## config.mk

```make
export PLATFORM = sky130hd
export DESIGN_NAME = pos_read_latch
export DESIGN_NICKNAME = d
export VERILOG_FILES = /design/src/rtl/pos_read_pkg.sv /design/src/rtl/pos_hold_ctrl.sv /design/src/rtl/pos_snapshot.sv /design/src/rtl/pos_byte_mux.sv /design/src/rtl/pos_read_latch.sv
export SDC_FILE = /design/constraint.sdc
export NUM_CORES = 1
export LEC_CHECK = 0
export BUFFER_PORTS_ARGS = -buffer_cell sky130_fd_sc_hd__buf_2
export CAP_MARGIN = 20
export CORE_MARGIN = 4
export CORE_UTILIZATION = 50
export DETAILED_ROUTE_END_ITERATION = 6
export GPL_ROUTABILITY_DRIVEN = 1
export PLACE_DENSITY = 0.8
export SYNTH_ARGS = -nofsm -noshare
export SYNTH_HDL_FRONTEND = slang
export SYNTH_SLANG_ARGS = --single-unit
```

## constraint.sdc

```tcl
create_clock -name clk_i -period 1.9 [get_ports clk_i]
set_clock_uncertainty 0.1 [all_clocks]
set_input_delay 0.19 -clock clk_i [delete_from_list [all_inputs] [get_ports clk_i]]
set_output_delay 0.19 -clock clk_i [all_outputs]
set_load 0.05 [all_outputs]
```

## src/rtl/pos_read_pkg.sv

```systemverilog
package pos_read_pkg;
  typedef enum logic [1:0] {
    HOLD_OFF = 2'd0,
    HOLD_HI  = 2'd1,
    HOLD_LO  = 2'd2
  } hold_state_e;
endpackage

```

## src/rtl/pos_hold_ctrl.sv

```systemverilog
module pos_hold_ctrl
  import pos_read_pkg::*;
(
  input  logic clk_i,
  input  logic rst_ni,
  input  logic oe_ni,
  input  logic sel_i,
  output logic hold_o
);
  hold_state_e state_q, state_d;

  always_comb begin
    state_d = state_q;
    if (oe_ni)       state_d = HOLD_OFF;  // release, or abandon
    else if (!sel_i) state_d = HOLD_HI;
    else if (state_q != HOLD_OFF) state_d = HOLD_LO;
  end

  always_ff @(negedge clk_i or negedge rst_ni) begin
    if (!rst_ni) state_q <= HOLD_OFF;
    else         state_q <= state_d;
  end

  assign hold_o = (state_q != HOLD_OFF);


  hold_set_chk: assert property (@(negedge clk_i) disable iff (!rst_ni)
    (!oe_ni && !sel_i) |=> hold_o);

  hold_keep_chk: assert property (@(negedge clk_i) disable iff (!rst_ni)
    (hold_o && !oe_ni && sel_i) |=> (hold_o && state_q == HOLD_LO));

  hold_release_chk: assert property (@(negedge clk_i) disable iff (!rst_ni)
    oe_ni |=> !hold_o);

  single_byte_chk: assert property (@(negedge clk_i) disable iff (!rst_ni)
    (sel_i && !hold_o) |=> !hold_o);
endmodule

```

## src/rtl/pos_snapshot.sv

```systemverilog
module pos_snapshot #(
  parameter int CNT_W = 16
) (
  input  logic             clk_i,
  input  logic             rst_ni,
  input  logic             hold_i,
  input  logic [CNT_W-1:0] cnt_i,
  output logic [CNT_W-1:0] snap_o
);
  always_ff @(posedge clk_i or negedge rst_ni) begin
    if (!rst_ni)     snap_o <= '0;
    else if (!hold_i) snap_o <= cnt_i;
  end


  snap_load_chk: assert property (@(posedge clk_i) disable iff (!rst_ni)
    !hold_i |=> (snap_o == $past(cnt_i)));

  snap_hold_chk: assert property (@(posedge clk_i) disable iff (!rst_ni)
    hold_i |=> $stable(snap_o));
endmodule

```

## src/rtl/pos_byte_mux.sv

```systemverilog
module pos_byte_mux #(
  parameter int CNT_W = 16,
  parameter int BUS_W = 8
) (
  input  logic [CNT_W-1:0] snap_i,
  input  logic             sel_i,
  input  logic             oe_ni,
  output logic [BUS_W-1:0] data_o,
  output logic             drive_en_o
);
  localparam int HI_W = CNT_W - BUS_W;

  logic [BUS_W-1:0] hi_byte;
  logic [BUS_W-1:0] lo_byte;

  assign lo_byte = snap_i[BUS_W-1:0];

  generate
    if (HI_W == BUS_W) begin : g_full_hi
      assign hi_byte = snap_i[CNT_W-1:BUS_W];
    end else begin : g_short_hi
      assign hi_byte = {{(BUS_W-HI_W){1'b0}}, snap_i[CNT_W-1:BUS_W]};
    end
  endgenerate

  assign data_o     = sel_i ? lo_byte : hi_byte;
  assign drive_en_o = ~oe_ni;


  always_comb begin
    sel_route_chk: assert (sel_i ? (data_o == snap_i[BUS_W-1:0])
                                 : (data_o[HI_W-1:0] == snap_i[CNT_W-1:BUS_W]));
  end
endmodule

```

## src/rtl/pos_read_latch.sv

```systemverilog
module pos_read_latch #(
  parameter int CNT_W = 16,
  parameter int BUS_W = 8
) (
  input  logic             clk_i,
  input  logic             rst_ni,
  input  logic [CNT_W-1:0] cnt_i,
  input  logic             oe_ni,
  input  logic             sel_i,
  output logic [BUS_W-1:0] data_o,
  output logic             drive_en_o
);
  logic             hold;
  logic [CNT_W-1:0] snap;

  pos_hold_ctrl i_hold (
    .clk_i (clk_i),
    .rst_ni(rst_ni),
    .oe_ni (oe_ni),
    .sel_i (sel_i),
    .hold_o(hold)
  );

  pos_snapshot #(.CNT_W(CNT_W)) i_snap (
    .clk_i (clk_i),
    .rst_ni(rst_ni),
    .hold_i(hold),
    .cnt_i (cnt_i),
    .snap_o(snap)
  );

  pos_byte_mux #(.CNT_W(CNT_W), .BUS_W(BUS_W)) i_mux (
    .snap_i    (snap),
    .sel_i     (sel_i),
    .oe_ni     (oe_ni),
    .data_o    (data_o),
    .drive_en_o(drive_en_o)
  );
endmodule

```

### Word-level counts from Yosys, hierarchy flattened

Index checks and enable logic that the tools add are counted.

| cells by class | value |
|---|---|
| equality and inequality tests | 1 |
| muxes and demuxes | 4 |
| bitwise operators | 1 |
| reductions and logical operators | 1 |

Operators by type and width:

| cell | count |
|---|---|
| 2-to-1 mux 8 bit | 1 |
| 2-to-1 mux 2 bit | 3 |
| != test 3 x 2 -> 1 bit (second input constant) | 1 |
| nonzero test 2 bit | 1 |
| inverter 1 bit | 1 |

| word-level totals | value |
|---|---|
| bits in registers | 18 |
| output and inout port bits | 9 |
| word-level logic and storage cells | 9 |

### Depth between registers and ports, before layout

Gate-level depths: netlist (run 1).

| logic depth | value |
|---|---|
| word-level depth | 4 |
| depth in mapped cells | 3 |

### By module

Synthesis (run 1) repeated with hierarchy kept, for this count alone.

| second synthesis, totals | value |
|---|---|
| cell total of the unflattened synthesis | 49 |
| area, all modules | 853.3 um^2 |

By module, submodules not included:

| module | instances | cells an instance | area an instance (um^2) | sequential area each (um^2) |
|---|---|---|---|---|
| pos_snapshot | 1 | 34 | 649.4 | 400.4 |
| pos_byte_mux | 1 | 10 | 135.1 | 0.0 |
| pos_hold_ctrl | 1 | 5 | 68.8 | 50.0 |

==> results of run 1 <==
-- state kept, by name, summed over array words and instances, names as in the netlist --
register        flops
i_hold.state_q      2
i_snap.snap_o      16
-- metrics by stage --
| stage | area [µm²] | hold WS, ns | worst slack, ns | instances | setup TNS, ns |
|---|---|---|---|---|---|
| floorplan | 805.8 | -0.2056 | -0.2971 | 48 | -3.996 |
| global placement | 991.0 | -0.03591 | -0.2512 | 95 | -3.654 |
| detailed placement | 991.0 | -0.02402 | -0.2689 | 95 | -3.845 |
| CTS | 1046 | 0.02739 | -0.2710 | 99 | -4.038 |
| global route | 1057 | 0.02164 | -0.2829 | 99 | -4.326 |
| finish | 1057 | 0.03597 | -0.2623 | 99 | -4.023 |
-- where the power goes --
group	internal, µW	switching (µW)	total (µW)
Sequential	420	19.8	440
Clock	73.3	101	174
Combinational	119	141	260
-- worst max-delay path by stage --
stage                       from                end  depth (start not counted)  slack, ns
5_1_grt        i_hold.state_q[1]  i_snap.snap_o[12]                          3      -0.28
3_3_place_gp   i_hold.state_q[1]  i_snap.snap_o[11]                          3      -0.25
2_1_floorplan  i_hold.state_q[1]   i_snap.snap_o[0]                          3      -0.30
6_report       i_hold.state_q[1]   i_snap.snap_o[4]                          3      -0.26
4_1_cts        i_hold.state_q[0]   i_snap.snap_o[8]                          3      -0.27
3_5_place_dp   i_hold.state_q[1]   i_snap.snap_o[4]                          3      -0.27
-- metal layers --
| metal | part of all wire | wire length (µm) | up-vias |
|---|---|---|---|
| met4 | 0 | 0 | 0 |
| met5 | 0 | 0 | - |
| met2 | 0.47 | 699 | 20 |
| li1 | - | - | 242 |
| met1 | 0.46 | 688 | 243 |
| met3 | 0.070 | 104 | 0 |
-- critical path: cells and delay by family, from the launching register on --
| kind | cells | cell delay [ns] |
|---|---|---|
| buffers and inverters | 1 | 0.16 |
| muxes | 1 | 0.30 |
| DFF | 1 | 0.36 |
| and+or+nand+nor | 1 | 0.18 |
-- cells in the mapped netlist --
cell | count | area share
sky130_fd_sc_hd__dfrtp_1 | 16 | 0.50
sky130_fd_sc_hd__mux2_2 | 15 | 0.21
sky130_fd_sc_hd__mux2_4 | 9 | 0.17
sky130_fd_sc_hd__dfrtn_1 | 2 | 0.062
sky130_fd_sc_hd__buf_12 | 1 | 0.025
sky130_fd_sc_hd__buf_2 | 1 | 0.0062
sky130_fd_sc_hd__inv_1 | 1 | 0.0047
sky130_fd_sc_hd__nor2_1 | 1 | 0.0047
sky130_fd_sc_hd__nor2_4 | 1 | 0.014
sky130_fd_sc_hd__nor3b_1 | 1 | 0.0093
-- kinds of logic (layout without fill, tap and decap cells) --
logic type	after synthesis	count (layout)	share of synthesized area
buf+inv	3	38	0.03570
flops	18	18	0.5590
mux	24	24	0.3773
simple gates	3	3	0.02795
-- layout make-up --
type                       instances  share of cell area
clock buffer                       3             0.02130
multi-input combinational         27              0.3337
tap                               16             0.01893
inverter                           1            0.003550
sequential                        18              0.4260
timing repair buffer              34              0.1965
-- what timing repair did --
item,4_1_cts,5_1_grt
hold endpoints to repair,16,0
cloned,0,0
endpoints found under the setup margin,16,16
resized for setup,6,3
pin swaps,1,1
hold buffers,1,0
==> metrics.txt, run 1 <==
status complete, but fails checks; violated checks negative setup slack; FF-to-FF setup slack -0.26 ns; highest-delay cell along the critical path sky130_fd_sc_hd__dfrtn_1; share of the core filled with cells in the final layout 0.7018; leading cell types in the layout, fill and taps excluded 28 x sky130_fd_sc_hd__buf_2, 16 x sky130_fd_sc_hd__mux2_4, 16 x sky130_fd_sc_hd__dfrtp_1; Warnings, synthesis 0; global routing met3 resource utilization 0.02583; number of cells produced by synthesis 48; number of buffers created by CTS 3; net count reported at finish approximately 110; peak fanout along the critical path 6; Power per Cell Area approximately 830 mW/mm²; Core Region roughly 0.0015 mm²; total via count after detailed routing between 500 and 600; number of diodes 0; Max Slew Vio Count 0; synthesized net count just under 70; number of placement rows 14; distinct cell type count after synthesis 10; H-tree depth reported by CTS 1; grt met1 use 0.1805; WHS Path Cells 2; Pleak roughly 0.00056 µW; routed wire length roughly 1500 µm; cell area after technology mapping between 800 and 900 µm²; library cell used as clock root buffer sky130_fd_sc_hd__clkbuf_4; CTS Sinks 18; number of design rule violations left after detail routing 0; die height ~48 µm; flip-flop and latch area between 400 and 500 µm²; total power of the final layout 874.3 µW; last weighted congestion value of the routability-driven placer between 0.6 and 0.7; Synth Area per Inst 16.79 µm²; global-route wire length before repair around 2200 µm; number of global-route vias before repair 520; maximum number of buffers from clock root to sink 2; largest voltage drop on the vdd net roughly 570 µV; endpoints failing hold 0; critical hold path startpoint cnt_i[14]; most common cell after layout, fill and taps aside sky130_fd_sc_hd__buf_2; worst min path class input port to flip-flop; destination of the worst register-to-register timing path i_snap.snap_o[4]; launching element type of the critical path flip-flop; initial antenna violation count 0; area of the multi-input gates 352.8 µm²; met2 capacity usage during global routing 0.2266; sink of the worst hold path i_snap.snap_o[14]; worst path arrival time approximately 2.2 ns; Via density 5.101; sequential area share after synthesis 0.5590; Starting DRT DRC Count 1; detailed-route wire length per cell 15.07 µm; TritonCTS clock tree built; number of setup violations in the final report 16; area added between synthesis and finish 31.21%; buffers inserted during post-CTS setup optimization 0; Setup CP Type flip-flop to flip-flop; routing layer with the top usage in global route met2; half-perimeter wire length after placement 1111 µm; floorplan die width 48.15 µm; critical path required time 1.97 ns; largest net degree at the start of global routing 12; logic depth of the worst register-to-register path 3; worst reg2reg startpoint i_hold.state_q[1]; Fill cells approximately 120; Pre-antenna DRT Iters 3; number of top-level pins 29; clock input transition at the sequential cells of the worst setup and hold paths around 0.090 ns; IO Port Bufs 28; Initial Utilization 0.5349; max-cap violations 0; total of flip-flops plus latches after synthesis 18; headroom to the max-slew limit 0.8263; sequence of cells on the critical path nor2_4 > buf_6 > mux2_4; overflow left after global routing 0; fraction of final layout cells with drive strength greater than 1 0.7349; count of antenna-violating nets left after detailed routing 0; worst-margin pin slew 0.2606 ns; Overall Global Routing Usage 0.1375; clock latency at the later pin of the worst-skew pair approximately 0.28 ns; Die Footprint 0.002318 mm²; capturing element type of the critical path flip-flop; CP max stage delay approximately 0.36 ns; min setup slack post-route -0.2623 ns; unrepaired setup endpoints after global routing true
No activity file was read; power rests on OpenSTA's default activity.
==> inputs of run 2 (changes only) <==
Settings changed: CORE_UTILIZATION 50 to 42, PLACE_DENSITY 0.8 to 0.72.
Clock period 1.9 ns to 1.8 ns, I/O delays scaled along.
==> metrics.txt, run 2 (synthesis gave the netlist of run 1 again) <==
leading registers by flop count i_snap.snap_o (16), i_hold.state_q (2); number of global-route vias before repair 544 (+4.6%); capturing element type of the critical path flip-flop; number of setup violations in the final report 16 (unchanged); worst reg2reg startpoint i_hold.state_q[1]; reported net switching power 273.6 µW (+4.5%); violated checks negative setup slack; initial antenna violation count 0 (unchanged); Die Footprint 0.002683 mm² (+16%); number of buffers created by CTS 3 (unchanged); unrepaired setup endpoints after global routing true; Power per Cell Area 874.5 mW/mm² (+5.7%); last weighted congestion value of the routability-driven placer 0.6752 (-3.1%); largest voltage drop on the vdd net 548.9 µV (-3.3%); maximum number of buffers from clock root to sink 2 (unchanged); Max Slew Vio Count 0 (unchanged); Setup CP Type flip-flop to flip-flop; Worst setup startpoint i_hold.state_q[1]; Pleak 0.0005333 µW (-4.3%); fraction of final layout cells with drive strength greater than 1 0.7349 (unchanged); Starting DRT DRC Count 1 (unchanged); max reg flops 16 (unchanged); die height 51.80 µm (+7.6%); net count reported at finish 105 (unchanged); Fill cells 164 (+41%); post-route design area 0.001041 mm² (-1.5%); part of the power in the clock network 0.203 (+0.003); headroom to the max-slew limit 0.8322 (+0.005903); peak fanout along the critical path 6 (unchanged); Core Region 0.001764 mm² (+17%); proportion of power drawn by flip-flops and latches 0.509 (+0.006); launching element type of the critical path flip-flop; floorplan die width 51.80 µm (+7.6%); min setup slack post-route -0.3124 ns (-0.05006 ns); TritonCTS clock tree built; clock latency at the later pin of the worst-skew pair 0.28 ns (about the same); IO Port Bufs 28 (unchanged); detailed-route wire length per cell 13.94 µm (-7.5%); leading cell types in the layout, fill and taps excluded 28 x sky130_fd_sc_hd__buf_2, 16 x sky130_fd_sc_hd__dfrtp_1, 12 x sky130_fd_sc_hd__mux2_2, 12 x sky130_fd_sc_hd__mux2_4; number of design rule violations left after detail routing 0 (unchanged); worst-margin pin slew 0.2534 ns (-0.007111 ns); largest register by flop count i_snap.snap_o; largest net degree at the start of global routing 15 (+3); CTS Sinks 18 (unchanged); count of antenna-violating nets left after detailed routing 0 (unchanged); routed wire length 1505 µm (+0.87%); critical path required time 1.87 ns (-0.10 ns); H-tree depth reported by CTS 1 (unchanged); Worst Hold Slack 0.01948 ns (-0.01648 ns); worst min path class input port to flip-flop; status complete, but fails checks; number of diodes 0 (unchanged); area added between synthesis and finish 29.19%; half-perimeter wire length after placement 1166 µm (+4.9%); number of top-level pins 29 (unchanged); Placed Area 989.7 µm² (-0.13%); clock input transition at the sequential cells of the worst setup and hold paths 0.09 ns (about the same); number of placement rows 15 (+1); Initial Utilization 0.4567 (-0.07815); internal portion of total power 636.7 µW (+4.0%); most common cell after layout, fill and taps aside sky130_fd_sc_hd__buf_2; Overall Global Routing Usage 0.1299 (-0.007603); Gate power share 0.288 (-0.010); Pre-antenna DRT Iters 2 (-1); global-route wire length before repair 2497 µm (+15%); Final TNS setup -4.681 ns (-0.6577 ns); max-cap violations 0 (unchanged); sw frac 0.3006 (+0.0009893); overflow left after global routing 0 (unchanged); worst path arrival time 2.18 ns (-0.05 ns); critical hold path startpoint cnt_i[4]; library cell used as clock root buffer sky130_fd_sc_hd__clkbuf_4; endpoints failing hold 0 (unchanged); total via count after detailed routing 497 (-1.6%); Via density 4.602 (-9.8%)
## run 2: changes by cell type in the layout (fill, tap and decap cells not counted)
| cell | change |
|---|---|
| sky130_fd_sc_hd__buf_12 | -1 |
| sky130_fd_sc_hd__buf_4 | +1 |
| sky130_fd_sc_hd__mux2_2 | +4 |
| sky130_fd_sc_hd__mux2_4 | -4 |
## run 2: repair_timing
action	in CTS	in global routing
buffers inserted	0	0
setup endpoints to repair	16	16
resized for setup	5	0
hold buffers	1	0
hold endpoints to repair	16	0
## run 2: path summary, 6_finish.rpt
| kind | end | slack (ns) | depth (start not counted) |
|---|---|---|---|
| worst max-delay path | i_snap.snap_o[6] | -0.31 | 3 |
| worst min-delay path | i_snap.snap_o[4] | 0.02 | 2 |
| worst max register to register | i_snap.snap_o[6] | -0.31 | 3 |
| worst min register to register | i_snap.snap_o[7] | 0.41 | 1 |
| max in group asynchronous | i_hold.state_q[1] | 0.51 | 2 |
| min in group asynchronous | i_snap.snap_o[3] | 0.15 | 2 |
## run 2: worst max-delay path, cell delays in order, from the launching register on
cell and delay [ns]:
sky130_fd_sc_hd__dfrtn_1 0.37, sky130_fd_sc_hd__nor2_4 0.15, sky130_fd_sc_hd__buf_6 0.15, sky130_fd_sc_hd__mux2_2 0.33
## run 2: final cells by class
| class | count | area [µm²] | area share |
|---|---|---|---|
| well taps | 25 | 31.28 | 0.03005 |
| flip-flops and latches | 18 | 450.4 | 0.4327 |
| multi-input cells | 27 | 337.8 | 0.3245 |
| clock buffers | 3 | 22.52 | 0.02163 |
| inverters | 1 | 3.754 | 0.003606 |
| repair buffers | 34 | 195.2 | 0.1875 |
## run 2: power by group through the flow
stage,sequential [µW],combinational (µW),clock [µW]
after floorplan,465,193,0
after global placement,469,250,0
after detailed placement,472,255,0
after CTS,464,266,202
after global routing,468,279,222
final,463,263,185
## run 2: through the flow
stage                     worst slack [ns]  power [µW]  utilization  std cells
final                              -0.3124       910.4       0.5901        108
after global routing               -0.3388       969.0       0.5901        108
after CTS                          -0.3161       931.5       0.5901        108
after detailed placement           -0.3220       726.5       0.5610        104
after global placement             -0.2782       719.1       0.5610        104
after floorplan                    -0.3471       657.5            -         48
## run 2: layer usage
layer	part of all wire	GRT usage	vias to the layer above
li1	-	-	237
met1	0.45	0.1606	240
met2	0.47	0.2097	20
met3	0.080	0.04011	0
met4	0	0.05240	0
met5	0	0	-
==> inputs of run 3 (changes only) <==
Settings changed: ABC_AREA set to 1.
==> metrics.txt, run 3 <==
sw frac 0.3323 (+0.03173); distinct cell type count after synthesis 12 (+2); critical path required time 1.88 ns (about the same); max-cap violations 0 (unchanged); part of the power in the clock network 0.211 (+0.008); peak fanout along the critical path 7 (+1); Pre-antenna DRT Iters 4 (+2); number of top-level pins 29 (unchanged); endpoints failing hold 0 (unchanged); Final TNS setup -1.571 ns (+3.111 ns); leading registers by flop count i_snap.snap_o (16), i_hold.state_q (2); detailed-route wire length per cell 10.90 µm (-22%); Gate power share 0.292 (+0.004); number of placement rows 15 (unchanged); Die Footprint 0.002697 mm² (+0.52%); total power of the final layout 936.9 µW (+2.9%); CP max stage delay 0.50 ns (+0.13 ns); Initial Utilization 0.4547 (-0.002001); Core Region 0.001783 mm² (+1.1%); Fill cells 148 (-9.8%); area added between synthesis and finish 53.09%; largest voltage drop on the vdd net 399.5 µV (-27%); Top cell by count, worst path sky130_fd_sc_hd__nand2_2; worst path arrival time 1.99 ns (-0.19 ns); maximum number of buffers from clock root to sink 2 (unchanged); floorplan die width 51.94 µm (+0.26%); total via count after detailed routing 808 (+63%); violated checks negative setup slack; buffers inserted during post-CTS setup optimization 0 (unchanged); sequential area share after synthesis 0.5556 (-0.003451); leading cell types in the layout, fill and taps excluded 28 x sky130_fd_sc_hd__nand2_1, 28 x sky130_fd_sc_hd__buf_2, 16 x sky130_fd_sc_hd__o21ai_1, 16 x sky130_fd_sc_hd__dfrtp_1, 15 x sky130_fd_sc_hd__dlygate4sd3_1; Worst Hold Slack 0.01027 ns (-0.009213 ns); internal portion of total power 625.6 µW (-1.8%); CTS Sinks 18 (unchanged); die height 51.94 µm (+0.26%); last weighted congestion value of the routability-driven placer 0.7142 (+5.8%); H-tree depth reported by CTS 1 (unchanged); sequence of cells on the critical path nor2_4 > buf_6 > nand2_2 > nand2_2; number of cells produced by synthesis 100 (+110%); total of flip-flops plus latches after synthesis 18 (unchanged); Yosys top cell area share 0.4938 (-0.003067); clock latency at the later pin of the worst-skew pair 0.29 ns (about the same); Post-synth EDFFs 0 (unchanged); highest-delay cell along the critical path sky130_fd_sc_hd__dfrtn_1; number of standard cells in the layout, taps in and fillers out 175 (+62%); overflow left after global routing 0 (unchanged); number of setup violations in the final report 16 (unchanged); Power per Cell Area 754.9 mW/mm² (-14%); Max Slew Vio Count 0 (unchanged); proportion of power drawn by flip-flops and latches 0.496 (-0.013); global-route wire length before repair 3256 µm (+30%); number of design rule violations left after detail routing 0 (unchanged); library cell used as clock root buffer sky130_fd_sc_hd__clkbuf_4; Starting DRT DRC Count 14 (+13); min setup slack post-route -0.1126 ns (+0.1998 ns); capturing element type of the critical path flip-flop; number of buffers created by CTS 3 (unchanged); cell area after technology mapping 810.8 µm² (+0.62%); pre-CTS setup slack -0.1142 ns (+0.2078 ns); Warnings, synthesis 0 (unchanged); Overall Global Routing Usage 0.1645 (+0.03466); unrepaired setup endpoints after global routing true; most common cell in the synthesized netlist sky130_fd_sc_hd__nand2_1; most frequently used flop master after synthesis sky130_fd_sc_hd__dfrtp_1; largest net degree at the start of global routing 17 (+2); crit path buf inv count 1 (unchanged); synthesized net count 120 (+76%); reported net switching power 311.3 µW (+14%); cell count after placement 157 (+51%); routed wire length 1908 µm (+27%); Synth Area per Inst 8.108 µm² (-52%); TritonCTS clock tree built; half-perimeter wire length after placement 1341 µm (+15%); clock input transition at the sequential cells of the worst setup and hold paths 0.10 ns (about the same); number of global-route vias before repair 777 (+43%); status complete, but fails checks; worst min path class input port to flip-flop; area of the multi-input gates 330.3 µm² (-2.2%); fraction of final layout cells with drive strength greater than 1 0.3600 (-0.3749); IO Port Bufs 28 (unchanged); headroom to the max-slew limit 0.8286 (-0.003568); list of most frequent post-synthesis cells 41 x sky130_fd_sc_hd__nand2_1, 22 x sky130_fd_sc_hd__o21ai_0, 16 x sky130_fd_sc_hd__dfrtp_1; flip-flop and latch area 450.4 µm² (unchanged); Async S/R FF share, synth 1.000 (unchanged); post-synth top area cell sky130_fd_sc_hd__dfrtp_1; Setup CP Type flip-flop to flip-flop; largest delay contributor family on the critical path flip-flops; worst-margin pin slew 0.2588 ns (+0.005388 ns); max reg flops 16 (unchanged); count of antenna-violating nets left after detailed routing 0 (unchanged); initial antenna violation count 0 (unchanged); Via density 4.617 (+0.33%); largest register by flop count i_snap.snap_o; Pleak 0.0006703 µW (+26%); net count reported at finish 172 (+64%); top area cells in the synthesized netlist sky130_fd_sc_hd__dfrtp_1 49%, sky130_fd_sc_hd__nand2_1 19%, sky130_fd_sc_hd__o21ai_0 14%, sky130_fd_sc_hd__dfrtn_1 6.2%, sky130_fd_sc_hd__inv_1 4.2%; number of diodes 0 (unchanged); launching element type of the critical path flip-flop
run 3: cell types whose count changed in the layout (fill, tap and decap cells not counted), sizes merged:
cell	previous run	this run
nor2	2	3
o21ai	0	24
mux2	24	0
nor3b	1	0
dlygate4sd3	1	15
nand2	0	41
buf	33	37
inv	1	9
run 3: power by group through the flow:
stage | clock network, µW | registers [µW] | logic, µW
floorplan | 0 | 468 | 155
global placement | 0 | 471 | 225
detailed placement | 0 | 473 | 229
CTS | 204 | 465 | 265
global route | 216 | 471 | 301
finish | 198 | 465 | 274
run 3: metal layers:
layer  share of wire  vias up  global-route usage
met2            0.48       32              0.2657
met4           0.019        0             0.09607
met3           0.053        4             0.01719
met1            0.45      352              0.2113
met5               0        -                   0
li1                -      420                   -
run 3: repair_timing:
action | 4_1_cts | 5_1_grt
setup endpoints to repair | 16 | 16
hold buffers | 15 | 0
pin swaps | 2 | 1
endpoints found under the hold margin | 30 | 0
gates resized for setup | 18 | 14
run 3: final timing paths:
| kind | start | end | slack, ns | cells after the start |
|---|---|---|---|---|
| worst max-delay path | i_hold.state_q[1] | i_snap.snap_o[10] | -0.11 | 4 |
| worst min-delay path | cnt_i[10] | i_snap.snap_o[10] | 0.01 | 3 |
| worst max register to register | i_hold.state_q[1] | i_snap.snap_o[10] | -0.11 | 4 |
| worst min register to register | i_snap.snap_o[12] | i_snap.snap_o[12] | 0.39 | 2 |
| max in group asynchronous | rst_ni | i_hold.state_q[0] | 0.57 | 2 |
| min in group asynchronous | rst_ni | i_snap.snap_o[6] | 0.30 | 3 |
run 3: per-stage QoR:
| step | utilization | cell area (µm²) |
|---|---|---|
| 4_1_cts | 0.6814 | 1215 |
| 5_1_grt | 0.6961 | 1241 |
| 3_3_place_gp | 0.5698 | 1016 |
| 2_1_floorplan | - | 810.8 |
| 3_5_place_dp | 0.5698 | 1016 |
| 6_report | 0.6961 | 1241 |
run 3: logic make-up after synthesis:
group                  count (synthesis)  synth area share
buffers and inverters                 14           0.08333
AND/OR/NAND/NOR                       44            0.2130
AO/OA/AOI/OAI                         24            0.1482
flip-flops                            18            0.5556
run 3: area by class of cell:
class                   count  area share
inverters                   9     0.02722
well taps                  25     0.02520
clock buffers               3     0.01815
repair buffers             52      0.3004
flip-flops and latches     18      0.3629
multi-input cells          68      0.2661
run 3: worst min-delay path, stage by stage:
cell and delay (ns):
sky130_fd_sc_hd__buf_2 0.09, sky130_fd_sc_hd__nand2_2 0.05, sky130_fd_sc_hd__nand2_2 0.06
